<file path="config.mk">
export PLATFORM = sky130hd
export DESIGN_NAME = dual_sel_spi_regs
export DESIGN_NICKNAME = d
export VERILOG_FILES = /design/src/rtl/spi_reg_pkg.sv /design/src/rtl/spi_sync_edge.sv /design/src/rtl/spi_byte_shifter.sv /design/src/rtl/spi_cfg_fsm.sv /design/src/rtl/spi_reg_bank.sv /design/src/rtl/dual_sel_spi_regs.sv
export SDC_FILE = /design/constraint.sdc
export NUM_CORES = 1
export LEC_CHECK = 0
export ABC_AREA = 1
export BUFFER_PORTS_ARGS = -buffer_cell sky130_fd_sc_hd__buf_2
export CAP_MARGIN = 5
export CORE_MARGIN = 5
export CORE_UTILIZATION = 55
export CTS_BUF_LIST = sky130_fd_sc_hd__clkbuf_16
export CTS_CLUSTER_SIZE = 8
export DETAILED_ROUTE_END_ITERATION = 8
export GPL_TIMING_DRIVEN = 0
export PLACE_DENSITY = 0.77
export SETUP_SLACK_MARGIN = 0.2
export SLEW_MARGIN = 5
export SYNTH_ARGS = -nofsm -noshare
export SYNTH_HDL_FRONTEND = slang
export SYNTH_SLANG_ARGS = --single-unit
</file>
<file path="constraint.sdc">
create_clock -name clk -period 1.61 [get_ports clk]
set_clock_uncertainty 0.1 [all_clocks]
set_input_delay 0.2415 -clock clk [delete_from_list [all_inputs] [get_ports clk]]
set_output_delay 0.2415 -clock clk [all_outputs]
set_load 0.01 [all_outputs]
</file>
<file path="src/rtl/spi_reg_pkg.sv">
package spi_reg_pkg;
    localparam int ADDR_W = 5;
    localparam int DATA_W = 8;
    localparam int NREGS  = 1 << ADDR_W;

    typedef enum logic [2:0] {
        ST_IDLE,
        ST_CMD,
        ST_WR_DATA,
        ST_RD_DATA,
        ST_SKIP,
        ST_STREAM
    } cfg_state_t;

    typedef enum logic [1:0] {
        CH_NONE,
        CH_CFG,
        CH_DAT
    } chan_t;
endpackage

</file>
<file path="src/rtl/spi_sync_edge.sv">
module spi_sync_edge #(
    parameter int SYNC_STAGES = 2
) (
    input  logic clk,
    input  logic rst_n,
    input  logic sck_in,
    input  logic sdi_in,
    input  logic cfg_n_in,
    input  logic dat_n_in,
    output logic sck_rise,
    output logic sck_fall,
    output logic sdi_s,
    output logic cfg_act,
    output logic dat_act
);
    localparam int NSIG = 4;
    localparam logic [NSIG-1:0] RST_VAL = 4'b1100; // selects idle high

    logic [NSIG-1:0] raw;
    logic [NSIG-1:0] stage [SYNC_STAGES];
    logic [NSIG-1:0] synced;
    logic            sck_prev;

    assign raw    = {cfg_n_in, dat_n_in, sdi_in, sck_in};
    assign synced = stage[SYNC_STAGES-1];

    always_ff @(posedge clk or negedge rst_n) begin
        if (!rst_n) begin
            for (int s = 0; s < SYNC_STAGES; s++) stage[s] <= RST_VAL;
            sck_prev <= 1'b0;
        end else begin
            stage[0] <= raw;
            for (int s = 1; s < SYNC_STAGES; s++) stage[s] <= stage[s-1];
            sck_prev <= synced[0];
        end
    end

    assign sck_rise = synced[0] & ~sck_prev;
    assign sck_fall = ~synced[0] & sck_prev;
    assign sdi_s    = synced[1];
    assign cfg_act  = ~synced[3];
    assign dat_act  = synced[3] & ~synced[2];
endmodule

</file>
<file path="src/rtl/spi_byte_shifter.sv">
module spi_byte_shifter #(
    parameter int W = 8
) (
    input  logic         clk,
    input  logic         rst_n,
    input  logic         clr,
    input  logic         rise,
    input  logic         fall,
    input  logic         sdi,
    input  logic         load,
    input  logic [W-1:0] load_val,
    output logic         done,
    output logic [W-1:0] byte_out,
    output logic         dout
);
    localparam int CNT_W = $clog2(W);
    localparam logic [CNT_W-1:0] LAST = CNT_W'(W - 1);

    logic [CNT_W-1:0] cnt;
    logic [W-1:0]     rx_sh;
    logic [W-1:0]     tx_sh;
    logic [W-1:0]     byte_q;
    logic             done_q;

    always_ff @(posedge clk or negedge rst_n) begin
        if (!rst_n) begin
            cnt    <= '0;
            rx_sh  <= '0;
            tx_sh  <= '0;
            byte_q <= '0;
            done_q <= 1'b0;
        end else begin
            done_q <= 1'b0;
            if (clr) begin
                cnt   <= '0;
                rx_sh <= '0;
                tx_sh <= '0;
            end else begin
                if (rise) begin
                    rx_sh <= {rx_sh[W-2:0], sdi};
                    if (cnt == LAST) begin
                        cnt    <= '0;
                        done_q <= 1'b1;
                        byte_q <= {rx_sh[W-2:0], sdi};
                    end else begin
                        cnt <= cnt + 1'b1;
                    end
                end
                if (load)
                    tx_sh <= load_val;
                else if (fall && cnt != '0)
                    tx_sh <= {tx_sh[W-2:0], 1'b0};
            end
        end
    end

    assign done     = done_q;
    assign byte_out = byte_q;
    assign dout     = tx_sh[W-1];

    AST_DONE_SINGLE: assert property (@(posedge clk) disable iff (!rst_n)
        done |=> !done);
endmodule

</file>
<file path="src/rtl/spi_cfg_fsm.sv">
module spi_cfg_fsm
    import spi_reg_pkg::*;
#(
    parameter int AW = ADDR_W,
    parameter int DW = DATA_W
) (
    input  logic          clk,
    input  logic          rst_n,
    input  chan_t         chan,
    input  logic          done,
    input  logic [DW-1:0] rx_byte,
    input  logic [DW-1:0] rd_data,
    output logic [AW-1:0] rd_addr,
    output logic          we,
    output logic [AW-1:0] waddr,
    output logic [DW-1:0] wdata,
    output logic          load,
    output logic [DW-1:0] load_val,
    output logic          rx_valid,
    output logic [DW-1:0] rx_data,
    output cfg_state_t    state_o
);
    localparam int START_BIT = DW - 1;
    localparam int RW_BIT    = DW - 2;

    cfg_state_t    state_q, state_d;
    logic [AW-1:0] addr_q, addr_d;
    logic          cmd_ok;

    assign cmd_ok  = ~rx_byte[START_BIT] & ~rx_byte[0];
    assign rd_addr = rx_byte[AW:1];

    always_ff @(posedge clk or negedge rst_n) begin
        if (!rst_n) begin
            state_q <= ST_IDLE;
            addr_q  <= '0;
        end else begin
            state_q <= state_d;
            addr_q  <= addr_d;
        end
    end

    always_comb begin
        state_d  = state_q;
        addr_d   = addr_q;
        we       = 1'b0;
        load     = 1'b0;
        load_val = '0;
        rx_valid = 1'b0;
        unique case (state_q)
            ST_IDLE: begin
                if (chan == CH_CFG)      state_d = ST_CMD;
                else if (chan == CH_DAT) state_d = ST_STREAM;
            end
            ST_CMD: begin
                if (done) begin
                    if (!cmd_ok) begin
                        state_d = ST_SKIP;
                    end else begin
                        addr_d = rx_byte[AW:1];
                        if (rx_byte[RW_BIT]) begin
                            state_d  = ST_RD_DATA;
                            load     = 1'b1;
                            load_val = rd_data;
                        end else begin
                            state_d = ST_WR_DATA;
                        end
                    end
                end
            end
            ST_WR_DATA: begin
                if (done && chan == CH_CFG) begin
                    we      = 1'b1;
                    state_d = ST_CMD;
                end
            end
            ST_RD_DATA: begin
                if (done) begin
                    load    = 1'b1;
                    state_d = ST_CMD;
                end
            end
            ST_SKIP: begin
                if (done) state_d = ST_CMD;
            end
            ST_STREAM: begin
                if (done && chan == CH_DAT) rx_valid = 1'b1;
            end
            default: state_d = ST_IDLE;
        endcase
        if (chan == CH_NONE)
            state_d = ST_IDLE;
        else if (chan == CH_CFG && state_q == ST_STREAM)
            state_d = ST_CMD;
        else if (chan == CH_DAT && state_q != ST_STREAM)
            state_d = ST_STREAM;
    end

    assign waddr   = addr_q;
    assign wdata   = rx_byte;
    assign rx_data = rx_byte;
    assign state_o = state_q;
endmodule

</file>
<file path="src/rtl/spi_reg_bank.sv">
module spi_reg_bank #(
    parameter int AW = 5,
    parameter int DW = 8
) (
    input  logic          clk,
    input  logic          rst_n,
    input  logic          we,
    input  logic [AW-1:0] waddr,
    input  logic [DW-1:0] wdata,
    input  logic [AW-1:0] ra_addr,
    output logic [DW-1:0] ra_data,
    input  logic [AW-1:0] rb_addr,
    output logic [DW-1:0] rb_data
);
    localparam int N = 1 << AW;

    logic [DW-1:0] mem [N];

    for (genvar i = 0; i < N; i++) begin : g_reg
        always_ff @(posedge clk or negedge rst_n) begin
            if (!rst_n)
                mem[i] <= '0;
            else if (we && waddr == AW'(i))
                mem[i] <= wdata;
        end
    end

    assign ra_data = mem[ra_addr];
    assign rb_data = mem[rb_addr];

    AST_WRITE_LANDS: assert property (@(posedge clk) disable iff (!rst_n)
        we |=> mem[$past(waddr)] == $past(wdata));
endmodule

</file>
<file path="src/rtl/dual_sel_spi_regs.sv">
module dual_sel_spi_regs
    import spi_reg_pkg::*;
#(
    parameter int SYNC_STAGES = 2
) (
    input  logic              clk,
    input  logic              rst_n,
    input  logic              spi_sck,
    input  logic              spi_sdi,
    input  logic              cfg_sel_n,
    input  logic              dat_sel_n,
    output logic              spi_sdo,
    output logic              spi_sdo_oe,
    input  logic [ADDR_W-1:0] host_addr,
    output logic [DATA_W-1:0] host_rdata,
    output logic              dat_valid,
    output logic [DATA_W-1:0] dat_byte
);
    logic sck_rise, sck_fall, sdi_s, cfg_act, dat_act;
    chan_t chan, chan_q;
    logic clr;

    logic              done, load, we;
    logic [DATA_W-1:0] rx_byte, load_val, rd_data, wdata;
    logic [ADDR_W-1:0] rd_addr, waddr;
    cfg_state_t        state;

    spi_sync_edge #(.SYNC_STAGES(SYNC_STAGES)) u_sync (
        .clk(clk), .rst_n(rst_n),
        .sck_in(spi_sck), .sdi_in(spi_sdi),
        .cfg_n_in(cfg_sel_n), .dat_n_in(dat_sel_n),
        .sck_rise(sck_rise), .sck_fall(sck_fall), .sdi_s(sdi_s),
        .cfg_act(cfg_act), .dat_act(dat_act)
    );

    always_comb begin
        if (cfg_act)      chan = CH_CFG;
        else if (dat_act) chan = CH_DAT;
        else              chan = CH_NONE;
    end

    always_ff @(posedge clk or negedge rst_n) begin
        if (!rst_n) chan_q <= CH_NONE;
        else        chan_q <= chan;
    end

    assign clr = (chan == CH_NONE) || (chan != chan_q);

    spi_byte_shifter #(.W(DATA_W)) u_shift (
        .clk(clk), .rst_n(rst_n), .clr(clr),
        .rise(sck_rise), .fall(sck_fall), .sdi(sdi_s),
        .load(load), .load_val(load_val),
        .done(done), .byte_out(rx_byte), .dout(spi_sdo)
    );

    spi_cfg_fsm #(.AW(ADDR_W), .DW(DATA_W)) u_fsm (
        .clk(clk), .rst_n(rst_n), .chan(chan), .done(done),
        .rx_byte(rx_byte), .rd_data(rd_data), .rd_addr(rd_addr),
        .we(we), .waddr(waddr), .wdata(wdata),
        .load(load), .load_val(load_val),
        .rx_valid(dat_valid), .rx_data(dat_byte), .state_o(state)
    );

    spi_reg_bank #(.AW(ADDR_W), .DW(DATA_W)) u_bank (
        .clk(clk), .rst_n(rst_n),
        .we(we), .waddr(waddr), .wdata(wdata),
        .ra_addr(rd_addr), .ra_data(rd_data),
        .rb_addr(host_addr), .rb_data(host_rdata)
    );

    assign spi_sdo_oe = (chan != CH_NONE);

    AST_SDO_QUIET: assert property (@(posedge clk) disable iff (!rst_n)
        (state != ST_RD_DATA) |-> !spi_sdo);
    AST_VALID_NO_CFG: assert property (@(posedge clk) disable iff (!rst_n)
        dat_valid |-> !cfg_act);
    AST_NO_WRITE_IN_STREAM: assert property (@(posedge clk) disable iff (!rst_n)
        (state == ST_STREAM) |-> !we);
endmodule

</file>
==> impl_metrics.ini, run 1 <==
[status]
status = did not finish
haltStage = global routing
stop_error = [ERROR GRT-0232] Routing congestion too high. Check the congestion heatmap in the GUI.

[logic_synthesis]
synth.yosys.seq_area_share_pct = 45.2
syn_area_per_cell_um2 = 7.41
synth_cells = 2258
top_post_synthesis_cells_by_area = sky130_fd_sc_hd__dfrtp_1 45%, sky130_fd_sc_hd__nand2_1 14%, sky130_fd_sc_hd__o21ai_0 13%
multiplexer_area_fraction_after_synthesis_pct = 0
synth_warnings = 0
post_synth_most_frequent_cells = 617 x sky130_fd_sc_hd__nand2_1, 442 x sky130_fd_sc_hd__o21ai_0, 298 x sky130_fd_sc_hd__dfrtp_1
synthXorXnorAreaFrac_pct = 0
synth_top_cell_area_share_pct = 44.6
synth_area_in_compound_gates_pct = 20.4
syn_area_um2 = 16700
proportion_of_synthesized_flip_flops_having_asynchronous_set_or_reset_pct = 100
synth_top_family_by_area = simple AND/OR/NAND/NOR gates
synth.largest_area_cell = sky130_fd_sc_hd__dfrtp_1
synth-seq-cells = 302
post-synth-top-count-cell = sky130_fd_sc_hd__nand2_1
cell_variety_after_synth = 35
synth-adder-area-share_pct = 0.224
synth_edf_count = 0
synth_simple_gate_area_share_pct = 24.6
syn_nets = 2272
synth_top_flop_cell = sky130_fd_sc_hd__dfrtp_1

[placement]
hpwl_um = 57000
globalplace.congestion = 1.10
dpl-instance-area_um2 = 17800
port_buffers = 26
place_worst_setup_slack_ns = -1.51

[clock_network]
ctsLongestPathBuffers = 3
cts_made_buffers = 43
htree_levels = 2
clock_sinks = 302
clk_root_buffer_cell = sky130_fd_sc_hd__clkbuf_16

[die]
io_pins = 30
chipWidth_um = 184
placement_rows = 63
die_height_um = 184
starting_density_of_the_core_pct = 56.0

[grt]
globalRouteOverflowTotal = 41
grt_start_max_net_pins = 107
global_route.usage.total_pct = 76.0

[timing]
timing.repair.worst_endpoint_type = output port
repair-timing-grt-worst-ep = host_rdata[7]
logic make-up after synthesis:
| family | count (synthesis) |
|---|---|
| AND/OR/NAND/NOR | 973 |
| buffers and inverters | 350 |
| flip-flops | 302 |
| AO/OA/AOI/OAI | 630 |
| adder cells (fa/ha/maj) | 3 |
stage by stage:
step / hold WS (ns) / utilization (%) / cells / TNS (ns)
after global placement: 0.238 / 59.3 / 2674 / -1719.68
after detailed placement: 0.215 / 59.5 / 2676 / -148.11
after CTS: -0.335 / 78.9 / 2902 / -80.58
after floorplan: -0.154 / - / 2258 / -2.09
metal layers:
layer	overflow	track usage, %
met1	1	78.1
met2	18	89.0
met5	0	37.9
met3	3	66.1
met4	19	68.1
repair_timing:
action / CTS
gates cloned: 44
hold buffers: 4
setup endpoints to repair: 310
gates resized for setup: 995
hold endpoints to repair: 102
buffers inserted: 121
pin swaps: 116
==> run 2, diff against run 1 <==
--- a/config.mk
+++ b/config.mk
@@ -9,13 +9,10 @@
 export BUFFER_PORTS_ARGS = -buffer_cell sky130_fd_sc_hd__buf_2
 export CAP_MARGIN = 5
 export CORE_MARGIN = 5
-export CORE_UTILIZATION = 55
-export CTS_BUF_LIST = sky130_fd_sc_hd__clkbuf_16
-export CTS_CLUSTER_SIZE = 8
+export CORE_UTILIZATION = 40
 export DETAILED_ROUTE_END_ITERATION = 8
 export GPL_TIMING_DRIVEN = 0
-export PLACE_DENSITY = 0.77
-export SETUP_SLACK_MARGIN = 0.2
+export PLACE_DENSITY_LB_ADDON = 0.15
 export SLEW_MARGIN = 5
 export SYNTH_ARGS = -nofsm -noshare
 export SYNTH_HDL_FRONTEND = slang
==> constraint.sdc (replaced) <==
create_clock -name clk -period 2.1 [get_ports clk]
set_clock_uncertainty 0.1 [all_clocks]
set_input_delay 0.315 -clock clk [delete_from_list [all_inputs] [get_ports clk]]
set_output_delay 0.315 -clock clk [all_outputs]
set_load 0.01 [all_outputs]
==> impl_metrics.ini, run 2 <==
[grt]
global_route.usage.total_pct = 37.1
wire_length_of_the_first_global_routing_pass_um = 123000
first_global_vias = 17100
globalRouteOverflowTotal = 0
grt_antenna_before_repair = 2
grt_start_max_net_pins = 122

[timing]
hold_viol_final = 0
post-route-period-util_pct = 118
setup_slack_ns = -0.379
post_layout_minimum_cycle_time_ns = 2.48
max_slew.worst_pin.slew_ns = 0.998
final-max-slew-violation-count = 0
fmax_ghz = 0.403
rsz0062_at_grt = true
whs_ns = 0.244
report.final.setup_viol = 10
max-slew-margin-rel_pct = 33.5

[die]
io_pins = 30
die_height_um = 215
dieArea_um2 = 46000
chipWidth_um = 215
core_um2 = 41700
placement_rows = 75
starting_density_of_the_core_pct = 40.2

[logic_synthesis]
proportion_of_synthesized_flip_flops_having_asynchronous_set_or_reset_pct = 100
syn_area_um2 = 16700
synth_cells = 2258
synth.largest_area_cell = sky130_fd_sc_hd__dfrtp_1
synth-seq-cells = 302
top_post_synthesis_cells_by_area = sky130_fd_sc_hd__dfrtp_1 45%, sky130_fd_sc_hd__nand2_1 14%, sky130_fd_sc_hd__o21ai_0 13%
synth.yosys.seq_area_share_pct = 45.2
syn_area_per_cell_um2 = 7.41
post_synth_most_frequent_cells = 617 x sky130_fd_sc_hd__nand2_1, 442 x sky130_fd_sc_hd__o21ai_0, 298 x sky130_fd_sc_hd__dfrtp_1
synth_edf_count = 0
synth_top_flop_cell = sky130_fd_sc_hd__dfrtp_1
synth_top_cell_area_share_pct = 44.6
post-synth-top-count-cell = sky130_fd_sc_hd__nand2_1
cell_variety_after_synth = 35
synth_warnings = 0
syn_nets = 2272

[setup_path]
cp-end-kind = output port
critical_path_required_ns = 1.68
critical_path.max_stage_delay_ns = 0.36
critical_path.cell_chain = buf_2, clkbuf_4, o21ai_0, a21oi_2, a21oi_1, a21oi_1, o21ai_1, a21oi_2, buf_2
worst_path_max_delay_cell = sky130_fd_sc_hd__clkbuf_4
worst-path-buf-inv = 3
cp_max_fo = 10
path_class = input pin to output port
timing.critical_path.from_type = input pin
timing.critical_path.max_delay_family = compound AO/OA/AOI/OAI gates
arrival_time_worst_endpoint_ns = 2.06

[power]
p_leak_uw = 0.00891
power-per-cell-area_nw_per_um2 = 650
p_total_uw = 13300
peak_supply_drop_mv = 0.646

[drt]
routed-via-count = 17600
detail_route.wirelength_um = 87400
drt-pass1-iter-count = 6
drtAntennaViolNets = 0
drt-wirelength-per-cell_um = 29.8
drc = 0
post_drt_via_cell_ratio = 5.99
drtIter0Drc = 2265

[final_layout]
area_growth_pct = 22.3
post_route_cells_drive_above_1_share_pct = 19.9
layout.cells.most_common_list = 604 x sky130_fd_sc_hd__nand2_1, 367 x sky130_fd_sc_hd__o21ai_0, 287 x sky130_fd_sc_hd__dfrtp_1
largest_reg_flops = 256
regMostFlops = u_bank.mem
final_common_cell = sky130_fd_sc_hd__nand2_1
num-nets-final = 2390
post_layout_utilization_of_the_core_pct = 49.1
final.fill_count = 4180

[worst_hold_path]
min-delay-path-class = input pin to async pin

[status]
status = finished, violations left
violations_in_the_final_reports = setup timing

[clock_network]
cts_made_buffers = 35
tritoncts = done
clk_root_buffer_cell = sky130_fd_sc_hd__clkbuf_16
ctsLongestPathBuffers = 3
htree_levels = 2
worst_setup_hold_path_clk_slew_ns = 0.05
clock_sinks = 302
worst_skew_pair.late_latency_ns = 0.56

[placement]
globalplace.congestion = 1.08
port_buffers = 26
hpwl_um = 63800

[job]
drv.max_cap_violation_count = 0
[run 2: repair_timing]
action,in CTS,in global routing
setup endpoints to repair,169,276
endpoints found under the hold margin,71,0
hold buffers,5,0
gates resized for setup,294,197
gates cloned,4,4
pin swaps,23,36
buffers inserted,26,21
[run 2: layout make-up]
| cell class | instances | area [um^2] | area share (%) |
|---|---|---|---|
| diodes | 1 | 2.50 | 0.0122 |
| plain buffers | 162 | 1400 | 6.83 |
| clock buffers | 53 | 1050 | 5.11 |
| clock inverters | 4 | 73.8 | 0.361 |
| inverters | 181 | 709 | 3.47 |
| multi-input cells | 1606 | 8180 | 40.0 |
| flip-flops and latches | 302 | 7580 | 37.0 |
| well taps | 539 | 674 | 3.30 |
| repair buffers | 88 | 801 | 3.91 |
[run 2: final timing paths]
check,start,endpoint,slack (ns),cells after the start
max in group asynchronous,rst_n,u_bank.mem[238]$_DFFE_PN0P_,0.60,3
max,host_addr[1],host_rdata[4],-0.38,9
min,rst_n,u_bank.mem[207]$_DFFE_PN0P_,0.24,2
max reg2reg,u_shift.byte_out[4]$_DFFE_PN0P_,u_shift.tx_sh[6]$_DFFE_PN0P_,-0.03,8
min reg2reg,u_sync.stage[5]$_DFF_PN0_,u_sync.synced[1]$_DFF_PN0_,0.24,0
min in group clk,u_sync.stage[5]$_DFF_PN0_,u_sync.synced[1]$_DFF_PN0_,0.24,0
[run 2: kinds of logic after synthesis]
logic type | share of synthesized area [%]
AND/OR/NAND/NOR | 24.6
AO/OA/AOI/OAI | 20.4
buffers and inverters | 9.61
flip-flops | 45.2
adder cells (fa/ha/maj) | 0.224
[run 2: worst register-to-register path, delay by kind of cell, from the launching register on]
family        cells  cell delay [ns]
buf+inv           2             0.88
simple gates      6             0.62
flops             1             0.48
[run 2: per-stage QoR]
step | instance area, um^2 | std cells | setup slack, ns | TNS (ns)
finish | 20500 | 2936 | -0.379 | -2.53
global route | 20500 | 2936 | -0.409 | -3.88
CTS | 19800 | 2914 | -0.311 | -2.44
detailed placement | 17600 | 2825 | -1.02 | -26.20
global placement | 17500 | 2823 | -5.15 | -1549.02
floorplan | 16700 | 2258 | 0.210 | 0
[run 2: metal layers]
layer	track usage (%)	share of wire [%]	up-vias	wire, um
li1	-	-	7683	-
met2	57.5	44	988	38400
met5	0	0.039	-	34
met1	46.1	39	8590	34200
met3	7.61	8.0	311	7020
met4	27.1	8.8	2	7700
[run 2: report_power, final]
part / internal, uW / switching (uW) / total [uW]
registers: 5860 / 27.9 / 5890
clock network: 3660 / 2460 / 6120
logic: 376 / 899 / 1280
Power figures use the tool's default switching activity.
==> run 3, diff against run 2 <==
--- a/config.mk
+++ b/config.mk
@@ -13,6 +13,7 @@
 export DETAILED_ROUTE_END_ITERATION = 8
 export GPL_TIMING_DRIVEN = 0
 export PLACE_DENSITY_LB_ADDON = 0.15
+export REMOVE_ABC_BUFFERS = 1
 export SLEW_MARGIN = 5
 export SYNTH_ARGS = -nofsm -noshare
 export SYNTH_HDL_FRONTEND = slang
==> impl_metrics.ini, run 3 (synthesis gave the netlist of run 2 again) <==
[status]
status = finished, violations left
violations_in_the_final_reports = setup timing

[timing]
max-slew-margin-rel_pct = 37.1
max_slew.worst_pin.slew_ns = 0.938
fmax_ghz = 0.412
rsz0062_at_grt = true
final-max-slew-violation-count = 0
setup_slack_ns = -0.329
post_layout_minimum_cycle_time_ns = 2.43
final.setup.tns_ns = -1.98
report.final.setup_viol = 8
hold_viol_final = 0
post-route-period-util_pct = 116

[final_layout]
layout.cells.most_common_list = 598 x sky130_fd_sc_hd__nand2_1, 398 x sky130_fd_sc_hd__o21ai_0, 290 x sky130_fd_sc_hd__dfrtp_1
regMostFlops = u_bank.mem
final_common_cell = sky130_fd_sc_hd__nand2_1
largest_reg_flops = 256
post_route_cells_drive_above_1_share_pct = 16.3
area_growth_pct = 22.8
num-nets-final = 2300

[clock_network]
htree_levels = 2
tritoncts = done
clk_root_buffer_cell = sky130_fd_sc_hd__clkbuf_16
clock_sinks = 302
worst_setup_hold_path_clk_slew_ns = 0.05
cts_made_buffers = 37
worst_skew_pair.late_latency_ns = 0.56
ctsLongestPathBuffers = 3

[setup_path]
path_class = input pin to output port
critical_path_required_ns = 1.68
crit-reg2reg-launch = u_shift.byte_out[1]$_DFFE_PN0P_
timing.critical_path.from = host_addr[2]
cp_max_fo = 35
arrival_time_worst_endpoint_ns = 2.01
timing.critical_path.from_type = input pin
cp-end-kind = output port

[grt]
global_route.usage.total_pct = 28.2
first_global_vias = 15300
wire_length_of_the_first_global_routing_pass_um = 99300
grt_antenna_before_repair = 0
grt_start_max_net_pins = 111
globalRouteOverflowTotal = 0

[drt]
drtIter0Drc = 2154
drt-wirelength-per-cell_um = 23.9
drc = 0
post_drt_via_cell_ratio = 5.84
detail_route.wirelength_um = 68000
drtAntennaViolNets = 0
drt-pass1-iter-count = 6
routed-via-count = 16700

[die]
die_height_um = 215
io_pins = 30
placement_rows = 75
dieArea_um2 = 46000
starting_density_of_the_core_pct = 40.2
chipWidth_um = 215
core_um2 = 41700

[worst_hold_path]
min-delay-path-class = flip-flop to flip-flop
hold_start = u_sync.stage[7]$_DFF_PN1_

[power]
p_leak_uw = 0.00902
peak_supply_drop_mv = 0.685
power-per-cell-area_nw_per_um2 = 669

[placement]
globalplace.congestion = 0.859
port_buffers = 29
hpwl_um = 30700
place_worst_setup_slack_ns = -1.53

[job]
drv.max_cap_violation_count = 0
-- run 3: repair_timing --
item / 4_1_cts / 5_1_grt
buffers inserted: 49 / 20
gates cloned: 35 / 7
hold buffers: 5 / 0
setup endpoints to repair: 290 / 154
resized for setup: 161 / 65
pin swaps: 50 / 32
hold endpoints to repair: 86 / 0
-- run 3: worst paths after layout --
path / cells past startpoint / slack [ns] / endpoint
min in group asynchronous: 2 / 0.27 / u_bank.mem[233]$_DFFE_PN0P_
setup reg to reg: 11 / 0.02 / u_shift.tx_sh[1]$_DFFE_PN0P_
setup / recovery: 8 / -0.33 / host_rdata[6]
hold / removal: 0 / 0.25 / u_sync.synced[3]$_DFF_PN1_
hold reg to reg: 0 / 0.25 / u_sync.synced[3]$_DFF_PN1_
max in group asynchronous: 3 / 0.50 / u_shift.byte_out[4]$_DFFE_PN0P_
-- run 3: layer usage --
layer,share of wire [%],up-vias,track usage (%)
met1,41,8012,39.1
met3,11,198,6.86
met5,0,-,0
met2,44,936,42.5
met4,4.5,0,11.5
li1,-,7512,-
-- run 3: final cells by class --
| class | instances | area [um^2] |
|---|---|---|
| Antenna cell | 1 | 2.50 |
| Clock buffer | 58 | 1140 |
| Clock inverter | 8 | 100 |
| Fill cell | 4020 | 21100 |
| Inverter | 181 | 800 |
| Multi-Input combinational cell | 1606 | 7970 |
| Sequential cell | 302 | 7580 |
| Tap cell | 539 | 674 |
| Timing Repair Buffer | 148 | 2200 |
| Timing Repair inverter | 10 | 80.1 |
-- run 3: power breakdown --
group / internal, uW / total [uW] / switching (uW)
Sequential: 5870 / 5900 / 32.6
Combinational: 431 / 1250 / 816
Clock: 3970 / 6600 / 2630
-- run 3: critical path, cell delays in order --
cell and delay, ns:
sky130_fd_sc_hd__buf_6 0.36, sky130_fd_sc_hd__clkinv_8 0.34, sky130_fd_sc_hd__o211ai_1 0.28, sky130_fd_sc_hd__nand3_2 0.20, sky130_fd_sc_hd__nand2_1 0.11, sky130_fd_sc_hd__nor2_1 0.05
sky130_fd_sc_hd__a21oi_2 0.16, sky130_fd_sc_hd__buf_2 0.16
-- run 3: stage by stage --
stage	instances	total power (uW)	cell area, um^2	hold WS, ns	utilization (%)
2_1_floorplan	2089	6450	15800	-0.0806	-
3_3_place_gp	2657	6860	16600	0.235	39.9
3_5_place_dp	2670	6880	17000	0.240	40.8
4_1_cts	2825	13800	20000	0.255	48.0
5_1_grt	2852	14200	20500	0.256	49.3
6_report	2853	13700	20500	0.254	49.3
